**src/rtl/uart_reg_pkg.sv**
```systemverilog
package uart_reg_pkg;
  parameter int BYTE_W = 8;
  parameter int ADDR_W = 3;
  localparam int DIV_W = 2 * BYTE_W;
  localparam int N_SRC = 4;
  localparam int ID_W  = 4;

  localparam logic [ID_W-1:0] ID_NONE = 4'h1;
  localparam logic [ID_W-1:0] ID_LINE = 4'h6;
  localparam logic [ID_W-1:0] ID_RXD  = 4'h4;
  localparam logic [ID_W-1:0] ID_THRE = 4'h2;
  localparam logic [ID_W-1:0] ID_MDM  = 4'h0;

  typedef struct packed {
    logic data;
    logic div_lo;
    logic div_hi;
    logic ien;
    logic ident;
    logic lctl;
    logic mctl;
    logic lstat;
    logic mstat;
    logic scratch;
  } target_t;
endpackage

```
**src/rtl/uart_reg_decode.sv**
```systemverilog
module uart_reg_decode
  import uart_reg_pkg::*;
(
  input  logic              clk,
  input  logic              rst_n,
  input  logic [ADDR_W-1:0] addr,
  input  logic              dlab,
  output target_t           tgt
);
  always_comb begin
    tgt = '0;
    case (addr)
      3'd0:    if (dlab) tgt.div_lo = 1'b1; else tgt.data = 1'b1;
      3'd1:    if (dlab) tgt.div_hi = 1'b1; else tgt.ien  = 1'b1;
      3'd2:    tgt.ident   = 1'b1;
      3'd3:    tgt.lctl    = 1'b1;
      3'd4:    tgt.mctl    = 1'b1;
      3'd5:    tgt.lstat   = 1'b1;
      3'd6:    tgt.mstat   = 1'b1;
      default: tgt.scratch = 1'b1;
    endcase
  end

  a_r3_single_target: assert property (@(posedge clk) disable iff (!rst_n)
    $onehot0(tgt) && (tgt.div_lo || tgt.div_hi) |-> dlab);
endmodule

```
**src/rtl/uart_irq_prio.sv**
```systemverilog
module uart_irq_prio
  import uart_reg_pkg::*;
(
  input  logic            clk,
  input  logic            rst_n,
  input  logic [N_SRC-1:0] ien,
  input  logic            line_cond,
  input  logic            rxd_cond,
  input  logic            thre_cond,
  input  logic            mdm_cond,
  input  logic            gate,
  output logic [ID_W-1:0] id,
  output logic            irq
);
  logic [N_SRC-1:0] pend;

  always_comb begin
    pend = {ien[3] & mdm_cond, ien[1] & thre_cond, ien[0] & rxd_cond, ien[2] & line_cond};
    if      (pend[0]) id = ID_LINE;
    else if (pend[1]) id = ID_RXD;
    else if (pend[2]) id = ID_THRE;
    else if (pend[3]) id = ID_MDM;
    else              id = ID_NONE;
    irq = gate & (|pend);
  end

  a_r11_gate_off_quiet: assert property (@(posedge clk) disable iff (!rst_n)
    !gate |-> !irq);
  a_r9_line_first: assert property (@(posedge clk) disable iff (!rst_n)
    (ien[2] && line_cond) |-> id == ID_LINE);
  a_r9_idle_code: assert property (@(posedge clk) disable iff (!rst_n)
    (id == ID_NONE) |-> !irq);
endmodule

```
**src/rtl/uart_regfile.sv**
```systemverilog
module uart_regfile
  import uart_reg_pkg::*;
(
  input  logic              clk,
  input  logic              rst_n,
  input  logic [ADDR_W-1:0] addr,
  input  logic [BYTE_W-1:0] wdata,
  input  logic              wr_en,
  input  logic              rd_en,
  output logic [BYTE_W-1:0] rdata,
  input  logic [BYTE_W-1:0] rx_data,
  input  logic              rx_avail,
  output logic              rx_pop,
  output logic [BYTE_W-1:0] tx_data,
  output logic              tx_valid,
  input  logic              thr_empty,
  input  logic [N_SRC-1:0]  line_err,
  input  logic [N_SRC-1:0]  modem_in,
  output logic [BYTE_W-1:0] lcr,
  output logic [4:0]        mcr,
  output logic [BYTE_W-1:0] fifo_ctrl,
  output logic              fifo_wr,
  output logic              fifo_en,
  output logic [DIV_W-1:0]  divisor,
  output logic              irq
);
  localparam int DLAB_BIT = BYTE_W - 1;
  localparam int OUT2_BIT = 3;

  target_t          tgt;
  logic [N_SRC-1:0] ien_q, err_q, line_q, delta_q;
  logic [BYTE_W-1:0] lcr_q, scr_q, div_lo_q, div_hi_q;
  logic [4:0]       mcr_q;
  logic             fen_q, thr_q, thre_flag;
  logic [ID_W-1:0]  id;
  logic [BYTE_W-1:0] lsr_v, msr_v, iir_v;
  logic             thre_set, thre_clr;

  uart_reg_decode u_dec (.clk(clk), .rst_n(rst_n), .addr(addr),
                         .dlab(lcr_q[DLAB_BIT]), .tgt(tgt));

  uart_irq_prio u_prio (
    .clk(clk), .rst_n(rst_n), .ien(ien_q),
    .line_cond(|err_q), .rxd_cond(rx_avail),
    .thre_cond(thre_flag & thr_empty), .mdm_cond(|delta_q),
    .gate(mcr_q[OUT2_BIT]), .id(id), .irq(irq));

  assign lsr_v = {1'b0, thr_empty, thr_empty, err_q, rx_avail};
  assign msr_v = {line_q, delta_q};
  assign iir_v = {{2{fen_q}}, 2'b00, id};

  always_comb begin
    rdata = '0;
    if (tgt.data)    rdata = rx_data;
    if (tgt.div_lo)  rdata = div_lo_q;
    if (tgt.div_hi)  rdata = div_hi_q;
    if (tgt.ien)     rdata = {{(BYTE_W-N_SRC){1'b0}}, ien_q};
    if (tgt.ident)   rdata = iir_v;
    if (tgt.lctl)    rdata = lcr_q;
    if (tgt.mctl)    rdata = {{(BYTE_W-5){1'b0}}, mcr_q};
    if (tgt.lstat)   rdata = lsr_v;
    if (tgt.mstat)   rdata = msr_v;
    if (tgt.scratch) rdata = scr_q;
  end

  assign rx_pop    = rd_en & tgt.data;
  assign tx_valid  = wr_en & tgt.data;
  assign tx_data   = wdata;
  assign fifo_wr   = wr_en & tgt.ident;
  assign fifo_ctrl = wdata;
  assign fifo_en   = fen_q;
  assign lcr       = lcr_q;
  assign mcr       = mcr_q;
  assign divisor   = {div_hi_q, div_lo_q};

  assign thre_set = (thr_empty & ~thr_q) |
                    (wr_en & tgt.ien & wdata[1] & ~ien_q[1] & thr_empty);
  assign thre_clr = (wr_en & tgt.data) | (rd_en & tgt.ident & (id == ID_THRE));

  always_ff @(posedge clk or negedge rst_n) begin
    if (!rst_n) begin
      ien_q <= '0; lcr_q <= '0; mcr_q <= '0; scr_q <= '0;
      div_lo_q <= '0; div_hi_q <= '0; fen_q <= 1'b0;
      err_q <= '0; line_q <= '0; delta_q <= '0;
      thr_q <= 1'b0; thre_flag <= 1'b0;
    end else begin
      if (wr_en) begin
        if (tgt.ien)     ien_q    <= wdata[N_SRC-1:0];
        if (tgt.lctl)    lcr_q    <= wdata;
        if (tgt.mctl)    mcr_q    <= wdata[4:0];
        if (tgt.scratch) scr_q    <= wdata;
        if (tgt.div_lo)  div_lo_q <= wdata;
        if (tgt.div_hi)  div_hi_q <= wdata;
        if (tgt.ident)   fen_q    <= wdata[0];
      end
      err_q   <= ((rd_en & tgt.lstat) ? '0 : err_q) | line_err;
      delta_q <= ((rd_en & tgt.mstat) ? '0 : delta_q) | (modem_in ^ line_q);
      line_q  <= modem_in;
      thr_q   <= thr_empty;
      if (thre_clr)      thre_flag <= 1'b0;
      else if (thre_set) thre_flag <= 1'b1;
    end
  end

  a_r3_divisor_hold: assert property (@(posedge clk) disable iff (!rst_n)
    !wr_en |=> $stable(divisor));
  a_r10_thr_write_clears: assert property (@(posedge clk) disable iff (!rst_n)
    (wr_en && tgt.data) |=> !thre_flag);
  a_r7_errors_sticky: assert property (@(posedge clk) disable iff (!rst_n)
    (!(rd_en && tgt.lstat)) |=> ((err_q & $past(err_q)) == $past(err_q)));
endmodule

```
**config.mk**
```make
export PLATFORM = sky130hd
export DESIGN_NAME = uart_regfile
export DESIGN_NICKNAME = d
export VERILOG_FILES = /design/src/rtl/uart_reg_pkg.sv /design/src/rtl/uart_reg_decode.sv /design/src/rtl/uart_irq_prio.sv /design/src/rtl/uart_regfile.sv
export SDC_FILE = /design/constraint.sdc
export NUM_CORES = 1
export LEC_CHECK = 0
export CELL_PAD_IN_SITES_DETAIL_PLACEMENT = 1
export CELL_PAD_IN_SITES_GLOBAL_PLACEMENT = 1
export CORE_UTILIZATION = 35
export CTS_CLUSTER_SIZE = 30
export DETAILED_ROUTE_END_ITERATION = 10
export GPL_ROUTABILITY_DRIVEN = 0
export PLACE_DENSITY = 0.87
export SYNTH_ARGS = -nofsm -noshare
export SYNTH_HDL_FRONTEND = slang
export SYNTH_SLANG_ARGS = --single-unit
```
**constraint.sdc**
```tcl
create_clock -name clk -period 2.8 [get_ports clk]
set_clock_uncertainty 0.2 [all_clocks]
set_input_delay 0.56 -clock clk [delete_from_list [all_inputs] [get_ports clk]]
set_output_delay 0.56 -clock clk [all_outputs]
set_load 0.05 [all_outputs]
```
==> results of run 1 <==
cell usage in the layout, fill, tap and decap left out, types with 5 or more instances in the layout:
cell type | netlist | layout
mux2_2 | 45 | 45
inv_1 | 6 | 5
mux2i_1 | 7 | 7
nand3_1 | 6 | 5
clkbuf_8 | 3 | 5
buf_4 | 19 | 53
nand2_1 | 15 | 15
o21ai_0 | 10 | 7
buf_12 | 0 | 28
nand2b_1 | 5 | 5
and3_1 | 5 | 5
a21oi_1 | 15 | 12
clkdlybuf4s50_1 | 0 | 55
dfrtp_1 | 56 | 53
registers in the layout, summed over array words and instances, names as in the netlist:
| signal | count |
|---|---|
| div_hi_q | 8 |
| div_lo_q | 8 |
| lcr | 8 |
| scr_q | 8 |
| mcr | 5 |
| delta_q | 4 |
| err_q | 4 |
| ien_q | 4 |
| line_q | 4 |
| fifo_en | 1 |
| thr_q | 1 |
| thre_flag | 1 |
repair_timing:
item / in CTS / in global routing
resized for setup: 28 / 6
pin swaps: 8 / 4
cloned: 0 / 0
setup endpoints to repair: 8 / 7
buffers inserted: 15 / 4
critical path: stages (launching register included):
cell	delay (ns)
dfrtp_2	0.46
o41ai_4	0.45
nand2_2	0.10
or3_4	0.37
a32oi_4	0.26
buf_12	0.17
layout make-up:
type	instances	area, µm²
multi-input combinational	170	1470
clock inverter	2	35.0
tap	105	131
sequential	56	1410
fill	867	3580
clock buffer	6	72.6
inverter	6	26.3
timing repair buffer	148	1620
metrics by stage:
stage | TNS [ns] | instances | setup WS [ns]
global placement | -1.16 | 466 | -0.215
finish | -0.154 | 493 | -0.0909
floorplan | -0.181 | 266 | -0.181
global route | -0.300 | 493 | -0.157
CTS | -0.0703 | 489 | -0.0585
detailed placement | -2.11 | 466 | -0.266
routing by layer:
layer,share of wire,routed length (µm)
met1,0.41,4500
met2,0.51,5530
met3,0.051,559
met4,0.028,308
met5,0,0
where the power goes:
part / internal, µW / switching [µW]
logic: 719 / 967
registers: 986 / 175
clock network: 266 / 266
total: 1970 / 1410
path summary, 6_finish.rpt:
| path | from | end | slack (ns) | cells after the start |
|---|---|---|---|---|
| min in group clk | scr_q[3]$_DFFE_PN0P_ | scr_q[3]$_DFFE_PN0P_ | 0.31 | 1 |
| min reg2reg | scr_q[3]$_DFFE_PN0P_ | scr_q[3]$_DFFE_PN0P_ | 0.31 | 1 |
| max in group asynchronous | rst_n | div_lo_q[3]$_DFFE_PN0P_ | 1.55 | 2 |
| max reg2reg | err_q[3]$_DFF_PN0_ | thre_flag$_DFFE_PN0P_ | 0.79 | 5 |
| max | err_q[3]$_DFF_PN0_ | rdata[0] | -0.09 | 5 |
| min | rst_n | mcr[1]$_DFFE_PN0P_ | 0.15 | 1 |
logic make-up after synthesis:
family / share of synthesized area
compound gates: 0.124
xor+xnor: 0.0114
buf+inv: 0.0862
flops: 0.457
mux: 0.219
simple gates: 0.102
==> results.ini, run 1 <==
[clock_network]
clk_pin_slew_worst_paths_ns = 0.11
cts-root-buf = clkbuf_8
cts_made_buffers = 5
cts_tree = done
clk_latency_ns = 0.31
clockBufferDepth = 2
hold_buffers = 0
cts.sinks = 56
htree_levels = 2

[floorplanning]
std_cell_rows = 33
start_util = 0.367
die_h_um = 95.6
die_w_um = 95.6
dieArea_um2 = 9130
core_area_um2 = 8340
io_pins = 91

[route]
drc = 0
viasPerCell = 5.56
final_antenna_net_count = 0
vias = 2743
first_pass_iters = 4
routed_wl_um = 10900
wl_per_cell_um = 22.1
drt_iter0_markers = 135

[finish]
fin_util = 0.571
fin_nets = 420
drive_gt1_frac = 0.433
finalInstanceArea_um2 = 4760
area_growth_pct = 55.5
antenna_cells = 0

[logic_synthesis]
netlist_instances = 266
ys_top_cells_by_count = 56 x dfrtp_1, 45 x mux2_2, 19 x buf_4
synth_area_um2 = 3060
avgSynthCellArea_um2 = 11.5
synth-seq-cells = 56
seq_area_frac_synth = 0.457
yosysTopAreaCellShare = 0.457
synthTopCellsByArea = dfrtp_1 46%, mux2_2 17%, buf_4 4.7%
yosysMostFrequentCell = dfrtp_1
synthDistinctLibCells = 47
synth_edf_count = 0
syn_nets = 299
yosysTopAreaCell = dfrtp_1
async_flop_share = 1.00
synth-main-ff-cell = dfrtp_1
yosys_warnings = 0

[setup_path]
critPathLaunchType = register
path_class = reg -> out
crit_arrival_ns = 2.13
end_kind = output pin
cp.required_ns = 2.04
worstPathMaxFanout = 3

[pwr]
p_total_uw = 3380
p_per_area_nw_per_um2 = 709
p_leak_uw = 0.00207
ir_drop_uv = 396

[run]
maxCapViolations = 0

[sta]
fin_crit_sh = 1.03
worst_hold_slack_ns = 0.151
timing.final.ws_setup_ns = -0.0909
slew_headroom = 0.412
rsz0062_at_grt = yes
clock.fmax_mhz = 346
setup_viol = 2
min_period_ns = 2.89
tightest_slew_ns = 0.882
maxSlewViolCount = 0
hold_viol = 0

[global_routing]
grt_first_pass_wirelength_um = 16500
grtUsageMet1 = 0.315
gr-total-overflow = 0
grtUsageMet3 = 0.0319
antenna_found_initial = 0
grt-busiest-layer = met2
grtUsageTotal = 0.247
grt_pass1_vias = 2878
grt_max_degree = 40
grtUsageMet2 = 0.430

[place]
dp_hpwl_um = 7450
post_dp_cell_area_um2 = 4430
port_buffers = 90

[hold_path]
hp-class = in -> async

[outcome]
violations = negative setup slack
outcome = finished with violations

Power figures use the tool's default switching activity.
==> inputs of run 2 (changes only) <==
--- a/config.mk
+++ b/config.mk
@@ -7,6 +7,7 @@
 export LEC_CHECK = 0
 export CELL_PAD_IN_SITES_DETAIL_PLACEMENT = 1
 export CELL_PAD_IN_SITES_GLOBAL_PLACEMENT = 1
+export CORE_MARGIN = 2
 export CORE_UTILIZATION = 35
 export CTS_CLUSTER_SIZE = 30
 export DETAILED_ROUTE_END_ITERATION = 10
==> results.ini, run 2 (synthesis gave the netlist of run 1 again) <==
[finish]
area_growth_pct = 53.1
fin_nets = 408
layout.cells.non_filler = 484
final_common_cell = clkdlybuf4s50_1
finalInstanceArea_um2 = 4690
drive_gt1_frac = 0.423
final_cell_mix = 57 x clkdlybuf4s50_1, 53 x dfrtp_1, 45 x mux2_2
antenna_cells = 0

[global_routing]
grt_pass1_vias = 2973
grt_first_pass_wirelength_um = 16700
grtUsageTotal = 0.223
antenna_found_initial = 0
gr-total-overflow = 0
grt_max_degree = 57

[sta]
clock.fmax_mhz = 344
timing.final.ws_setup_ns = -0.107
rsz0062_at_grt = yes
hold_viol = 0
min_period_ns = 2.91
fin_crit_sh = 1.04
setup_viol = 3
tightest_slew_ns = 0.522
slew_headroom = 0.651
maxSlewViolCount = 0

[route]
vias = 2697
first_pass_iters = 4
drc = 0
routed_wl_um = 10600
viasPerCell = 5.57
final_antenna_net_count = 0
wl_per_cell_um = 21.9
drt_iter0_markers = 132

[floorplanning]
start_util = 0.357
core_area_um2 = 8590
dieArea_um2 = 9520
std_cell_rows = 34
die_h_um = 97.6
io_pins = 91
die_w_um = 97.6

[pwr]
p_per_area_nw_per_um2 = 720
p_total_uw = 3380
ir_drop_uv = 355
p_leak_uw = 0.00201

[clock_network]
clk_pin_slew_worst_paths_ns = 0.10
cts_made_buffers = 5
cts_tree = done
clk_latency_ns = 0.31
cts.sinks = 56
cts-root-buf = clkbuf_8
htree_levels = 2
clockBufferDepth = 2

[setup_path]
crit_arrival_ns = 2.15
end_kind = output pin
worstPathMaxFanout = 3
cp.required_ns = 2.04
crit_path_top_delay_cell = dfrtp_2
worst_path_largest_cell_delay_ns = 0.45
crit_chain = o41ai_4 > buf_4 > o21ai_2 > a222oi_1 > a21oi_2 > buf_12
path_class = reg -> out
critPathLaunchType = register

[place]
port_buffers = 90
dp_hpwl_um = 7510
dp.cells = 470
post_dp_cell_area_um2 = 4450

[outcome]
outcome = finished with violations
violations = negative setup slack

[hold_path]
hp-class = in -> async

[run]
maxCapViolations = 0

[run 2: final timing paths]
path	startpoint	endpoint	slack [ns]	cells after the start
setup / recovery	err_q[3]$_DFF_PN0_	rdata[1]	-0.11	6
hold / removal	rst_n	mcr[1]$_DFFE_PN0P_	0.04	2
setup reg to reg	err_q[3]$_DFF_PN0_	thre_flag$_DFFE_PN0P_	0.81	6
hold reg to reg	scr_q[2]$_DFFE_PN0P_	scr_q[2]$_DFFE_PN0P_	0.32	1
max in group asynchronous	rst_n	lcr[7]$_DFFE_PN0P_	2.10	2
min in group clk	scr_q[2]$_DFFE_PN0P_	scr_q[2]$_DFFE_PN0P_	0.32	1
[run 2: worst max-delay path, delay by kind of cell, from the launching register on]
kind / cells / cell delay, ns
AOI/OAI and AO/OA: 4 / 1.02
buffers and inverters: 2 / 0.36
DFF: 1 / 0.45
[run 2: routing by layer]
metal / global-route usage / routed length (µm) / vias to the layer above
met4: 0.0588 / 292 / 0
met2: 0.399 / 5530 / 114
li1: - / - / 1174
met3: 0.0410 / 508 / 24
met5: 0 / 0 / -
met1: 0.275 / 4280 / 1385
[run 2: per-stage QoR]
stage / hold slack (ns) / worst slack (ns) / util / setup TNS, ns
after floorplan: 0.0644 / -0.181 / - / -0.181
after global placement: 0.282 / -0.275 / 0.518 / -1.60
after detailed placement: 0.299 / -0.295 / 0.518 / -2.24
after CTS: 0.0570 / -0.0649 / 0.542 / -0.0800
after global routing: 0.0593 / -0.205 / 0.546 / -0.407
final: 0.0388 / -0.107 / 0.546 / -0.189
[run 2: repair_timing]
action | in CTS | in global routing
endpoints found under the hold margin | 0 | 0
hold buffers | 0 | 0
gates resized for setup | 18 | 10
buffers inserted | 4 | 2
endpoints found under the setup margin | 8 | 7
cloned | 0 | 0
pin swaps | 3 | 8
[run 2: layout make-up]
class / instances / area, µm²
Fill cell: 908 / 3900
Timing Repair Buffer: 136 / 1520
Multi-Input combinational cell: 170 / 1480
Sequential cell: 56 / 1410
Tap cell: 108 / 135
Clock buffer: 6 / 82.6
Clock inverter: 2 / 38.8
Inverter: 6 / 22.5
[run 2: where the power goes]
| part | internal [µW] | switching [µW] | total [µW] |
|---|---|---|---|
| sequential | 986 | 177 | 1160 |
| combinational | 696 | 952 | 1650 |
| clock | 293 | 274 | 567 |
| total | 1980 | 1400 | 3380 |
==> inputs of run 3 (changes only) <==
--- a/config.mk
+++ b/config.mk
@@ -12,6 +12,7 @@
 export CTS_CLUSTER_SIZE = 30
 export DETAILED_ROUTE_END_ITERATION = 10
 export GPL_ROUTABILITY_DRIVEN = 0
+export GPL_TIMING_DRIVEN = 0
 export PLACE_DENSITY = 0.87
 export SYNTH_ARGS = -nofsm -noshare
 export SYNTH_HDL_FRONTEND = slang
==> results.ini, run 3 (synthesis gave the netlist of run 1 again) <==
[pwr]
ir_drop_uv = 362
p_per_area_nw_per_um2 = 754
p_leak_uw = 0.00194
clkPwrFrac = 0.178
p_total_uw = 3310
switching_power_uw = 1390
p_int_uw = 1920
switching_share = 0.419
power_frac_comb = 0.474
power_frac_seq = 0.348

[setup_path]
critPathLaunchType = register
end_kind = output pin
path_class = reg -> out
rrSetupSlack_ns = 0.69
crit_arrival_ns = 2.09
worst_path_largest_cell_delay_ns = 0.44
cp.required_ns = 2.04
crit_path_top_delay_cell = dfrtp_1
crit_chain = o41ai_4 > nand2_2 > or3_4 > a32oi_2 > buf_6
worstPathMaxFanout = 3

[sta]
min_period_ns = 2.85
clock.fmax_mhz = 350
hold_viol = 12
worst_hold_slack_ns = -0.00778
fin_crit_sh = 1.02
maxSlewViolCount = 0
fin_tns_setup_ns = -0.0794
timing.final.ws_setup_ns = -0.0536
setup_viol = 2
rsz0062_at_grt = yes
slew_headroom = 0.589
tightest_slew_ns = 0.615

[route]
vias = 2781
wl_per_cell_um = 22.2
routed_wl_um = 10800
viasPerCell = 5.71
drt_iter0_markers = 261
first_pass_iters = 4
final_antenna_net_count = 0
drc = 0

[clock_network]
cts_tree = done
cts_made_buffers = 5
clockBufferDepth = 2
cts-root-buf = clkbuf_8
hold_buffers = 0
clk_latency_ns = 0.31
clk_pin_slew_worst_paths_ns = 0.10
cts.sinks = 56
htree_levels = 2

[place]
port_buffers = 88
place_ws_ns = -1.08
dp_hpwl_um = 7450

[outcome]
violations = negative hold slack, negative setup slack
outcome = finished with violations

[finish]
area_growth_pct = 43.4
fin_nets = 411
fin_util = 0.511
antenna_cells = 0
drive_gt1_frac = 0.351
final_cell_mix = 55 x dfrtp_1, 55 x clkdlybuf4s50_1, 45 x mux2_2

[floorplanning]
start_util = 0.357
std_cell_rows = 34
io_pins = 91
die_h_um = 97.6
dieArea_um2 = 9520
core_area_um2 = 8590
die_w_um = 97.6

[global_routing]
gr-total-overflow = 0
grt_first_pass_wirelength_um = 15900
grt_max_degree = 38
antenna_found_initial = 0
grtUsageMet3 = 0.0410
grtUsageMet2 = 0.375
grt-busiest-layer = met2
grt_pass1_vias = 2838
grtUsageTotal = 0.216
grtUsageMet1 = 0.276

[run]
maxCapViolations = 0

[hold_path]
hp-class = in -> async

[run 3: what timing repair did]
action                     in CTS  in global routing
gates cloned                    0                  1
setup endpoints to repair      28                  8
buffers inserted                6                  9
resized for setup              88                 17
pin swaps                       4                 10
[run 3: layer usage]
metal / vias to the layer above / part of all wire
li1: 1168 / -
met1: 1434 / 0.40
met2: 150 / 0.51
met3: 29 / 0.066
met4: 0 / 0.028
met5: - / 0
[run 3: worst paths after layout]
| check | from | end | depth (start not counted) |
|---|---|---|---|
| setup / recovery | err_q[3]$_DFF_PN0_ | rdata[0] | 5 |
| hold / removal | rst_n | lcr[1]$_DFFE_PN0P_ | 1 |
| setup reg to reg | lcr[7]$_DFFE_PN0P_ | div_lo_q[3]$_DFFE_PN0P_ | 3 |
| hold reg to reg | scr_q[3]$_DFFE_PN0P_ | scr_q[3]$_DFFE_PN0P_ | 1 |
| max in group asynchronous | rst_n | ien_q[3]$_DFFE_PN0N_ | 2 |
| min in group clk | scr_q[3]$_DFFE_PN0P_ | scr_q[3]$_DFFE_PN0P_ | 1 |
[run 3: cell type report]
| type | count | area [µm²] |
|---|---|---|
| Tap cell | 108 | 135 |
| Clock buffer | 7 | 96.3 |
| Buffer | 34 | 282 |
| Sequential cell | 56 | 1400 |
| Timing Repair Buffer | 105 | 965 |
| Inverter | 6 | 22.5 |
| Fill cell | 929 | 4200 |
| Clock inverter | 1 | 30.0 |
| Multi-Input combinational cell | 170 | 1460 |
[run 3: power by group through the flow]
| stage | clock network (µW) | logic (µW) | registers (µW) |
|---|---|---|---|
| after CTS | 598 | 1490 | 1140 |
| after global routing | 621 | 1630 | 1170 |
| final | 589 | 1570 | 1150 |
| after detailed placement | 0 | 1490 | 1160 |
| after global placement | 0 | 1450 | 1150 |
| after floorplan | 0 | 581 | 1520 |
[run 3: worst max-delay path: cells and delay by family, from the launching register on]
family,cells,cell delay [ns]
AOI/OAI and AO/OA,2,0.66
and+or+nand+nor,2,0.48
DFF,1,0.44
buffers and inverters,1,0.19
[run 3: through the flow]
step	hold slack [ns]	cell area, µm²	cells
final	-0.00778	4390	487
after global routing	0.0278	4390	487
after CTS	0.00433	4280	477
after detailed placement	0.302	4110	463
after global placement	0.282	4100	462
after floorplan	0.0644	3080	266
